===== config.mk =====
export PLATFORM = sky130hd
export DESIGN_NAME = gpio_port
export DESIGN_NICKNAME = d
export VERILOG_FILES = /design/src/rtl/gpio_pkg.sv /design/src/rtl/gpio_rstsync.sv /design/src/rtl/gpio_regs.sv /design/src/rtl/gpio_insync.sv /design/src/rtl/gpio_padctl.sv /design/src/rtl/gpio_port.sv
export SDC_FILE = /design/constraint.sdc
export NUM_CORES = 1
export LEC_CHECK = 0
export BUFFER_PORTS_ARGS = -buffer_cell sky130_fd_sc_hd__clkbuf_2
export CAP_MARGIN = 20
export CORE_ASPECT_RATIO = 0.7
export CORE_MARGIN = 8
export CORE_UTILIZATION = 35
export DETAILED_ROUTE_END_ITERATION = 6
export PLACE_DENSITY = 0.68
export SETUP_SLACK_MARGIN = 0.1
export SLEW_MARGIN = 20
export SYNTH_ARGS = -nofsm -noshare
export SYNTH_HDL_FRONTEND = slang
export SYNTH_SLANG_ARGS = --single-unit

===== constraint.sdc =====
create_clock -name clk_i -period 0.99 [get_ports clk_i]
set_input_delay 0.099 -clock clk_i [delete_from_list [all_inputs] [get_ports clk_i]]
set_output_delay 0.099 -clock clk_i [all_outputs]
set_load 0.02 [all_outputs]

===== src/rtl/gpio_pkg.sv =====
package gpio_pkg;
  localparam int unsigned ADDR_W = 2;

  typedef enum logic [ADDR_W-1:0] {
    A_PINS = 2'd0,
    A_DIR  = 2'd1,
    A_LAT  = 2'd2,
    A_CTL  = 2'd3
  } gpio_addr_e;

  typedef enum logic [1:0] {
    SLP_ACTIVE = 2'd0,
    SLP_IDLE   = 2'd1,
    SLP_PWRDN  = 2'd2,
    SLP_NOISE  = 2'd3
  } gpio_sleep_e;

  function automatic logic deep_sleep(input logic [1:0] mode);
    return (mode == SLP_PWRDN) || (mode == SLP_NOISE);
  endfunction
endpackage


===== src/rtl/gpio_rstsync.sv =====
module gpio_rstsync #(
  parameter int unsigned STAGES = 2
) (
  input  logic clk_i,
  input  logic rst_ni,
  output logic rst_sync_no
);
  logic [STAGES-1:0] chain_q;
  logic [STAGES-1:0] chain_d;

  always_comb begin
    chain_d = {chain_q[STAGES-2:0], 1'b1};
  end

  always_ff @(posedge clk_i or negedge rst_ni) begin
    if (!rst_ni) chain_q <= '0;
    else         chain_q <= chain_d;
  end

  assign rst_sync_no = chain_q[STAGES-1];
endmodule


===== src/rtl/gpio_regs.sv =====
module gpio_regs
  import gpio_pkg::*;
#(
  parameter int unsigned NPINS = 6
) (
  input  logic             clk_i,
  input  logic             rst_ni,
  input  logic [ADDR_W-1:0] addr_i,
  input  logic [NPINS-1:0] wdata_i,
  input  logic             we_i,
  output logic [NPINS-1:0] dir_o,
  output logic [NPINS-1:0] lat_o,
  output logic             pud_o
);
  logic [NPINS-1:0] dir_q, dir_d;
  logic [NPINS-1:0] lat_q, lat_d;
  logic             pud_q, pud_d;
  logic             dir_en, lat_en, ctl_en;

  always_comb begin
    dir_en = we_i && (addr_i == A_DIR);
    lat_en = we_i && (addr_i == A_LAT);
    ctl_en = we_i && (addr_i == A_CTL);
    dir_d  = dir_en ? wdata_i    : dir_q;
    lat_d  = lat_en ? wdata_i    : lat_q;
    pud_d  = ctl_en ? wdata_i[0] : pud_q;
  end

  always_ff @(posedge clk_i or negedge rst_ni) begin
    if (!rst_ni) begin
      dir_q <= '0;
      lat_q <= '0;
      pud_q <= 1'b0;
    end else begin
      dir_q <= dir_d;
      lat_q <= lat_d;
      pud_q <= pud_d;
    end
  end

  assign dir_o = dir_q;
  assign lat_o = lat_q;
  assign pud_o = pud_q;
endmodule


===== src/rtl/gpio_insync.sv =====
module gpio_insync
  import gpio_pkg::*;
#(
  parameter int unsigned    NPINS    = 6,
  parameter logic [NPINS-1:0] ANA_MASK = 6'b111100
) (
  input  logic             clk_i,
  input  logic             rst_ni,
  input  logic [NPINS-1:0] pad_i,
  input  logic [1:0]       sleep_i,
  output logic [NPINS-1:0] sample_o
);
  logic [NPINS-1:0] s1_q, s2_q;
  logic             cut;

  always_ff @(posedge clk_i or negedge rst_ni) begin
    if (!rst_ni) begin
      s1_q <= '0;
      s2_q <= '0;
    end else begin
      s1_q <= pad_i;
      s2_q <= s1_q;
    end
  end

  assign cut = deep_sleep(sleep_i);

  for (genvar i = 0; i < NPINS; i++) begin : g_pin
    if (ANA_MASK[i]) begin : g_ana
      assign sample_o[i] = s2_q[i] & ~cut;
    end else begin : g_dig
      assign sample_o[i] = s2_q[i];
    end
  end
endmodule


===== src/rtl/gpio_padctl.sv =====
module gpio_padctl #(
  parameter int unsigned NPINS   = 6,
  parameter int unsigned RST_PIN = 5
) (
  input  logic [NPINS-1:0] dir_i,
  input  logic [NPINS-1:0] lat_i,
  input  logic             pud_i,
  input  logic             ovr_i,
  output logic [NPINS-1:0] oe_o,
  output logic [NPINS-1:0] out_o,
  output logic [NPINS-1:0] pue_o
);
  for (genvar i = 0; i < NPINS; i++) begin : g_pin
    logic owned;
    if (i == RST_PIN) begin : g_rst
      assign owned = ~ovr_i;
    end else begin : g_gen
      assign owned = 1'b1;
    end
    assign oe_o[i]  = owned & dir_i[i];
    assign out_o[i] = owned & lat_i[i];
    assign pue_o[i] = owned & ~pud_i & ~dir_i[i] & lat_i[i];
  end
endmodule


===== src/rtl/gpio_port.sv =====
module gpio_port
  import gpio_pkg::*;
#(
  parameter int unsigned      NPINS    = 6,
  parameter logic [NPINS-1:0] ANA_MASK = 6'b111100,
  parameter int unsigned      RST_PIN  = 5
) (
  input  logic             clk_i,
  input  logic             rst_ni,
  input  logic [1:0]       bus_addr_i,
  input  logic [NPINS-1:0] bus_wdata_i,
  input  logic             bus_we_i,
  output logic [NPINS-1:0] bus_rdata_o,
  input  logic [NPINS-1:0] pad_in_i,
  output logic [NPINS-1:0] pad_oe_o,
  output logic [NPINS-1:0] pad_out_o,
  output logic [NPINS-1:0] pad_pue_o,
  input  logic [1:0]       sleep_mode_i,
  input  logic             rst_ovr_i
);
  logic             rst_n;
  logic [NPINS-1:0] dir_w, lat_w, smp_w;
  logic             pud_w;

  gpio_rstsync #(.STAGES(2)) u_rst (
    .clk_i(clk_i), .rst_ni(rst_ni), .rst_sync_no(rst_n)
  );

  gpio_regs #(.NPINS(NPINS)) u_regs (
    .clk_i(clk_i), .rst_ni(rst_n), .addr_i(bus_addr_i),
    .wdata_i(bus_wdata_i), .we_i(bus_we_i),
    .dir_o(dir_w), .lat_o(lat_w), .pud_o(pud_w)
  );

  gpio_insync #(.NPINS(NPINS), .ANA_MASK(ANA_MASK)) u_sync (
    .clk_i(clk_i), .rst_ni(rst_n), .pad_i(pad_in_i),
    .sleep_i(sleep_mode_i), .sample_o(smp_w)
  );

  gpio_padctl #(.NPINS(NPINS), .RST_PIN(RST_PIN)) u_pad (
    .dir_i(dir_w), .lat_i(lat_w), .pud_i(pud_w), .ovr_i(rst_ovr_i),
    .oe_o(pad_oe_o), .out_o(pad_out_o), .pue_o(pad_pue_o)
  );

  always_comb begin
    unique case (bus_addr_i)
      A_PINS:  bus_rdata_o = smp_w;
      A_DIR:   bus_rdata_o = dir_w;
      A_LAT:   bus_rdata_o = lat_w;
      default: bus_rdata_o = {{(NPINS-1){1'b0}}, pud_w};
    endcase
  end
endmodule


# After elaboration in Yosys (flattened, before gate mapping)
# Index checks and enable logic that the tools add are counted.
[word_totals]
register_bits = 27
output_inout_bits = 24
[op_classes]
n_eq_ne = 5
muxes = 1
bitwise_logic = 28
n_reduce_logical = 5
[ops]
columns = ["cell", "count"]
rows = [
  ["$and A1 B1 Y1", 19],
  ["$pmux W6 S3", 1],
  ["$not A1 Y1", 9],
  ["$eq A2 B2 Y1 const B", 4],
  ["$logic_and A1 B1 Y1", 3],
  ["$eq A2 B1 Y1 const B", 1],
  ["$logic_not A2 Y1", 1],
  ["$logic_or A1 B1 Y1", 1],
]

# Depth between registers and ports, before layout
# Gate-level depths: netlist (run 1).
[logic_depth]
word_depth = 5
ltp_mapped = 4
depth_no_buf = 2

# Hierarchy
# A second synthesis (run 1) with hierarchy kept.
[hier_totals]
cells_unflattened = 81
area_unflattened_um2 = 1183.6
[by_module_without_submodules]
columns = ["module", "n_inst", "cells_each", "area_each_um2"]
rows = [
  ["gpio_regs", 1, 29, 516.7],
  ["gpio_insync", 1, 18, 340.3],
  ["gpio_padctl", 1, 18, 140.1],
  ["gpio_port", 1, 13, 132.6],
  ["gpio_rstsync", 1, 3, 53.8],
]

# Worst setup path before layout (run 1)
# No wires, ideal clock.
[synth_timing]
path_kind = "reg-to-output"
startpoint = "reg u_regs.lat_q[5], in the netlist u_regs.lat_o[5]"
endpoint = "out pad_pue_o[5]"
arrival_ns = 1.274
t_required_ns = 0.891
slack_ns = -0.383
path_stages_with_launch = 3
path_cell_list = "dfrtp_1 nor2b_1 nor3b_1"
[synth_via]
elab_chain_cells = 1
[synth_rtl]
columns = ["item", "line", "rtl"]
rows = [
  ["from (decl)", "gpio_regs.sv:16", "logic [NPINS-1:0] lat_q, lat_d;"],
  ["from (signal assigned)", "gpio_regs.sv:36", "lat_q <= lat_d;"],
  ["$and A1 B1 Y1", "gpio_padctl.sv:22", "assign pue_o[i] = owned & ~pud_i & ~dir_i[i] & lat_i[i];"],
  ["to (decl)", "gpio_port.sv:17", "output logic [NPINS-1:0] pad_pue_o,"],
]
# No other way between the ends.

# Worst setup path after layout (run 1)
[layout_timing]
startpoint = "reg u_sync.s2_q[3]"
endpoint = "out bus_rdata_o[3]"
[layout_via]
elab_chain_cells = 2
[layout_rtl]
columns = ["item", "line", "rtl"]
rows = [
  ["from (decl)", "gpio_insync.sv:13", "logic [NPINS-1:0] s1_q, s2_q;"],
  ["from (signal assigned)", "gpio_insync.sv:22", "s2_q <= s1_q;"],
  ["$and A1 B1 Y1", "gpio_insync.sv:30", "assign sample_o[i] = s2_q[i] & ~cut;"],
  ["$pmux W6 S3", "gpio_port.sv:46", "unique case (bus_addr_i)"],
  ["to (decl)", "gpio_port.sv:13", "output logic [NPINS-1:0] bus_rdata_o,"],
]
# No other way between the ends.

==> reports/metrics.yaml, run 1 <==
fp.dieH_um: 65.0
h-tree-depth: 1
critPathMaxStageDelay_ns: 0.36
detail-route-antenna-nets: 0
fin_crit_sh_pct: 142
ys_ff_latch: 27
fin_crit_ns: 1.40
p_total_mw: 3.05
drive_gt1_share_pct: 63.0
io_buffers: 42
path_cells: "or3b_1 > a22oi_2 > clkbuf_8"
synth-edff-count: 0
root_buffer: "clkbuf_8"
syn_inst: 83
place_area_um2: 1460
cp-end-kind: "output port"
numCtsBuffers: 3
failed_checks: "negative setup slack"
synth_nets: 103
setup_ws_ns: -0.411
cp_top_family: "simple AND/OR/NAND/NOR gates"
worstHoldStart: "bus_wdata_i[0]"
clock_sinks: 27
via_per_inst: 4.50
synthFlopType: "dfrtp_1"
grt_max_degree: 26
critPathRequiredTime_ns: 0.89
skew_ns: 0.00404
drc: 0
grt_pass1_vias: 792
hp-class: "in -> reg"
syn_area_um2: 1200
slew_violations: 0
layout_common_cells: "dfrtp_1, clkbuf_2, buf_4"
final_util_pct: 56.6
clock_path_buffers: 2
dr.pass1.iters: 4
place_worst_setup_slack_ns: -0.234
grt_pass1_wl_um: 4160
n_antenna_cell: 0
drv_cap: 0
hold_viol_final: 0
max-vdd-ir-drop_uv: 1240
ys_async_sr_fraction_pct: 100
seq_area_frac_synth_pct: 56.3
yosysWarnings: 0
r2r_start: "u_regs.pud_o"
leakagePower_nw: 0.874
wl_per_cell_um: 14.6
max_freq_mhz: 714
postSynthAreaPerCell_um2: 14.5
die_w_um: 86.0
crit_type: "reg -> out"
critPathArrivalTime_ns: 1.30
status: "complete, but fails checks"
wl_um: 2650
r2r_cells: 2
initialDrtViolationCount: 32
startpoint_type: "register"
num_io_pins: 44
crit_buf_inv: 1
fin_nets: 156
crit_fanout: 1
cp_num_cells: 3
dr_total_vias: 819
crit_start: "u_sync.s2_q[3]"
grt_usage_pct: 9.61
die_area_um2: 5590
start_util_pct: 37.4
rsz0062_at_grt: "yes"
p_per_area_nw_per_um2: 1670
place.gp.congestion: 0.685
ff2ff_setup_slack_ns: 0
antenna_found_initial: 0
fin_area_um2: 1820
num_rows: 17
setup_viol: 21
slowest_stage: "or3b_1"
hpwl_um: 2050
core_area_um2: 3210
final_common_cell: "dfrtp_1"
area_delta_synth_final_pct: 51.6
cts_tree: "yes"
gr-total-overflow: 0
ys_types: 22
worstHoldPathCells: 2
cts.clk_slew.worst_paths_ns: 0.08
clock_latency_ns: 0.26
[logic make-up (layout without fill, tap and decap cells)]
| kind of cell | after synthesis | count (layout) | synth area share [%] |
|---|---|---|---|
| compound gates | 6 | 6 | 4.07 |
| buf+inv | 13 | 65 | 9.07 |
| flops | 27 | 27 | 56.3 |
| mux | 15 | 15 | 15.2 |
| other cells | 1 | 1 | 0.313 |
| simple gates | 21 | 21 | 15.0 |
[sequential cells by signal (all words and copies together) (netlist names)]
signal	cells
u_sync.s2_q	6
u_regs.lat_o	6
u_sync.s1_q	6
u_rst.chain_q	2
u_regs.dir_o	6
u_regs.pud_o	1
[path summary, 6_finish.rpt]
kind / to
max: bus_rdata_o[3]
min: u_regs.pud_o
max reg2reg: u_regs.pud_o
min reg2reg: u_sync.s2_q[4]
max in group asynchronous: u_regs.pud_o
min in group asynchronous: u_rst.chain_q[1]
[layout make-up]
type | instances | area, um2
repair buffers | 61 | 543
clock buffers | 4 | 45.0
flip-flops and latches | 27 | 677
well taps | 47 | 58.8
multi-input cells | 43 | 495
fillers | 271 | 1390
[what timing repair did]
action,CTS,global route
gates resized for setup,43,29
hold buffers,7,0
buffers inserted,1,3
setup endpoints to repair,26,27
endpoints found under the hold margin,8,0
pin swaps,1,2
[power by group]
part | switching, mW | total (mW) | internal (mW) | leakage (nW)
clock network | 0.306 | 0.593 | 0.287 | 0.0228
registers | 0.105 | 1.34 | 1.23 | 0.316
logic | 0.485 | 1.11 | 0.629 | 0.535
[Yosys cell counts (3+ instances only)]
cell | instances | area (um2)
nor2b_1 | 3 | 18.8
nor4b_1 | 3 | 26.3
buf_6 | 3 | 33.8
a211o_1 | 3 | 26.3
buf_4 | 10 | 75.1
nor3b_1 | 6 | 45.0
mux2_2 | 12 | 135
and3b_1 | 3 | 26.3
dfrtp_1 | 27 | 676
[through the flow]
step	instances	hold WS (ns)	setup TNS, ns
after global routing	182	0.0591	-5.21
after floorplan	83	-0.197	-0.481
after detailed placement	169	-0.113	-2.63
after global placement	169	-0.115	-2.12
after CTS	180	0.0663	-4.49
final	182	0.0757	-3.99
[metal layers]
metal	global-route usage, %	part of all wire [%]	vias up
met2	14.5	47	27
met5	0	0	-
met1	11.9	45	397
met4	2.61	0.53	0
li1	-	-	393
met3	4.65	7.7	2
[worst reg2reg max path, stage by stage (launching register included)]
cell and delay, ns:
dfrtp_2 0.41, buf_4 0.18, mux2_1 0.30
No activity file was read; power rests on OpenSTA's default activity.
==> run 2: changes to the inputs <==
--- a/config.mk
+++ b/config.mk
@@ -5,6 +5,7 @@
 export SDC_FILE = /design/constraint.sdc
 export NUM_CORES = 1
 export LEC_CHECK = 0
+export ABC_AREA = 1
 export BUFFER_PORTS_ARGS = -buffer_cell sky130_fd_sc_hd__clkbuf_2
 export CAP_MARGIN = 20
 export CORE_ASPECT_RATIO = 0.7
==> run 2 against run 1 <==
The run still ends with negative setup slack left. Power rose by 1.7%. Cell count increased by 22%. Combinational power about the same. Critical path depth unchanged. Final area up 7.0%. Clock skew fell by 0.0013 ns. Sequential share of layout area down 2.1 points. First-iteration DRC count grew to 2.5 times the previous value. Setup slack better by 0.11 ns. Core utilization rose by 4.4 points. Routed wire length increased by 13%. Non-clock buffer count is 2 higher. Largest cell class unchanged.
==> reports/metrics.yaml, run 2 <==
grt_usage_pct: 11.1  # +1.5 points
whs_ns: 0.0449  # -0.0308 ns
critPathMaxStageDelay_ns: 0.41  # +0.05 ns
hold_viol_final: 0  # unchanged
cp_num_cells: 3  # unchanged
p_sw_share_pct: 31.6  # +2.2 points
root_buffer: "clkbuf_8"
skew_ns: 0.00273  # -0.00130 ns
ys_ff_latch: 27  # unchanged
p_switching_mw: 0.979  # +9.3%
power.internal_mw: 2.12  # -1.4%
num_rows: 17  # unchanged
num_io_pins: 44  # unchanged
p_per_area_nw_per_um2: 1590  # -4.9%
synth_top_family_by_area: "simple AND/OR/NAND/NOR gates"
startpoint_type: "register"
max-vdd-ir-drop_uv: 1070  # -14%
ys_async_sr_fraction_pct: 100  # unchanged
yosys.area.top_type: "dfrtp_1"
gr-total-overflow: 0  # unchanged
grt_pass1_wl_um: 4930  # +19%
max_freq_mhz: 776  # +8.8%
ff2ff_setup_slack_ns: 0.17  # +0.17 ns
clock_latency_ns: 0.27  # about the same
worstHoldStart: "bus_wdata_i[2]"
synth_top_cell_area_share_pct: 57.0  # +0.71 points
critPathArrivalTime_ns: 1.19  # -0.11 ns
die_area_um2: 5530  # -0.97%
setup_viol: 19  # -9.5%
r2r_cells: 4  # +2
leakagePower_nw: 1.01  # +15%
io_buffers: 42  # unchanged
drc: 0  # unchanged
place.gp.congestion: 0.763  # +11%
syn_area_um2: 1180  # -1.3%
p_total_mw: 3.10  # +1.7%
synth_fa_ha_area_share_pct: 0  # unchanged
fin_crit_ns: 1.29  # -0.113 ns
clock_path_buffers: 2  # unchanged
numCtsBuffers: 3  # unchanged
final_common_cell: "nand2_1"
power_frac_comb_pct: 35.6  # -1.0 points
path_cells: "buf_6 > nor3b_4 > clkbuf_8"
yosysWarnings: 0  # unchanged
worstHoldPathCells: 3  # +1
via_per_inst: 4.76  # +5.8%
crit_type: "reg -> out"
pwr-share-seq_pct: 43.9  # about the same
fin_crit_sh_pct: 130  # -11 points
critPathRequiredTime_ns: 0.89  # about the same
cts.clk_slew.worst_paths_ns: 0.09  # about the same
synth_mux_area_share_pct: 0  # -15 points
layoutNonFillerInstCount: 222  # +22%
synth_compound_area_share_pct: 0.422  # -3.6 points
synth_nets: 148  # +44%
core_area_um2: 3190  # -0.66%
initialDrtViolationCount: 80  # +150%
yosysMostFrequentCell: "nand2_1"
hpwl_um: 2310  # +13%
min_to: "u_regs.dir_o[2]"
cp_top_family: "flip-flops"
fp.dieH_um: 64.7  # -0.47%
dr.pass1.iters: 5  # +1
dp.cells: 205  # +21%
crit_fanout: 4  # +3
synthXorXnorAreaFrac_pct: 0  # unchanged
syn_inst: 128  # +54%
slew_violations: 0  # unchanged
dr_total_vias: 1057  # +29%
cts_tree: "yes"
h-tree-depth: 1  # unchanged
ys_types: 17  # -23%
wl_um: 3000  # +13%
n_antenna_cell: 0  # unchanged
synthFlopType: "dfrtp_1"
wl_per_cell_um: 13.5  # -7.2%
worst_r2r_endpoint: "u_regs.lat_o[5]"
postSynthAreaPerCell_um2: 9.26  # -36%
drive_gt1_share_pct: 52.2  # -11 points
place_worst_setup_slack_ns: -0.0608  # +0.174 ns
grt_max_degree: 18  # -31%
die_w_um: 85.5  # -0.51%
clock_sinks: 27  # unchanged
failed_checks: "negative setup slack"
drv_cap: 0  # unchanged
start_util_pct: 37.1  # -0.22 points
clkPwrFrac_pct: 20.5  # +1.0 points
setup_ws_ns: -0.298  # +0.113 ns
seq_area_frac_synth_pct: 57.0  # +0.71 points
detail-route-antenna-nets: 0  # unchanged
hp-class: "in -> reg"
slowest_stage: "dfrtp_1"
antenna_found_initial: 0  # unchanged
cp-end-kind: "output port"
fin_nets: 205  # +31%
crit_buf_inv: 2  # +1
synth.area.top_cells: "dfrtp_1, nand2_1, buf_4"
grt_pass1_vias: 1044  # +32%
synth_common_cells: "nand2_1, dfrtp_1, nand3_1, buf_4"
rsz0062_at_grt: "yes"
layout_common_cells: "nand2_1, dfrtp_1, clkbuf_2"
synthSimpleGateAreaFrac_pct: 32.0  # +17 points
area_delta_synth_final_pct: 64.3
synth-edff-count: 0  # unchanged
r2r_start: "u_regs.lat_o[5]"
status: "complete, but fails checks"
run 2: timing repair:
item | CTS | global route
hold endpoints to repair | 8 | 0
resized for setup | 60 | 25
pin swaps | 11 | 2
buffers inserted | 3 | 3
setup endpoints to repair | 24 | 24
hold buffers | 7 | 0
run 2: metal layers:
layer,vias to the layer above,share of wire [%],wire length (um),GRT usage (%)
li1,503,-,-,-
met3,2,7.5,226,4.53
met2,41,48,1450,18.6
met5,-,0,0,0
met1,511,43,1290,13.1
met4,0,1.1,33,2.61
run 2: worst max path at each step:
stage	from	end
floorplan	u_regs.lat_o[5]	pad_pue_o[5]
global placement	u_regs.lat_o[5]	pad_pue_o[5]
detailed placement	u_regs.lat_o[5]	pad_pue_o[5]
CTS	u_regs.pud_o	pad_pue_o[5]
global route	u_regs.lat_o[5]	pad_pue_o[5]
finish	u_regs.pud_o	pad_pue_o[3]
run 2: worst min-delay path, stage by stage:
cell	delay, ns
clkbuf_2	0.09
nand2_1	0.06
nand2_1	0.04
run 2: cell families after synthesis:
group,count (synthesis)
compound gates,1
buf+inv,21
simple gates,78
flops,27
other cells,1
run 2: power groups by stage:
stage	clock, mW	sequential [mW]	combinational [mW]
after floorplan	0	1.34	0.549
after global placement	0	1.35	0.721
after detailed placement	0	1.35	0.738
after CTS	0.645	1.35	1.02
after global routing	0.692	1.38	1.18
final	0.634	1.36	1.10
run 2: cell type report:
| class | count | area, um2 |
|---|---|---|
| fillers | 255 | 1240 |
| flip-flops and latches | 27 | 683 |
| repair buffers | 63 | 623 |
| multi-input cells | 80 | 500 |
| well taps | 38 | 47.5 |
| inverters | 10 | 42.5 |
| clock buffers | 3 | 41.3 |
| clock inverters | 1 | 8.76 |
run 2: stage by stage:
step,area (um2),utilization [%],setup TNS [ns]
4_1_cts,1880,59.0,-3.29
2_1_floorplan,1270,-,0
6_report,1950,61.0,-3.44
3_3_place_gp,1500,47.0,-0.0243
3_5_place_dp,1500,47.0,-0.0656
5_1_grt,1950,61.0,-4.27
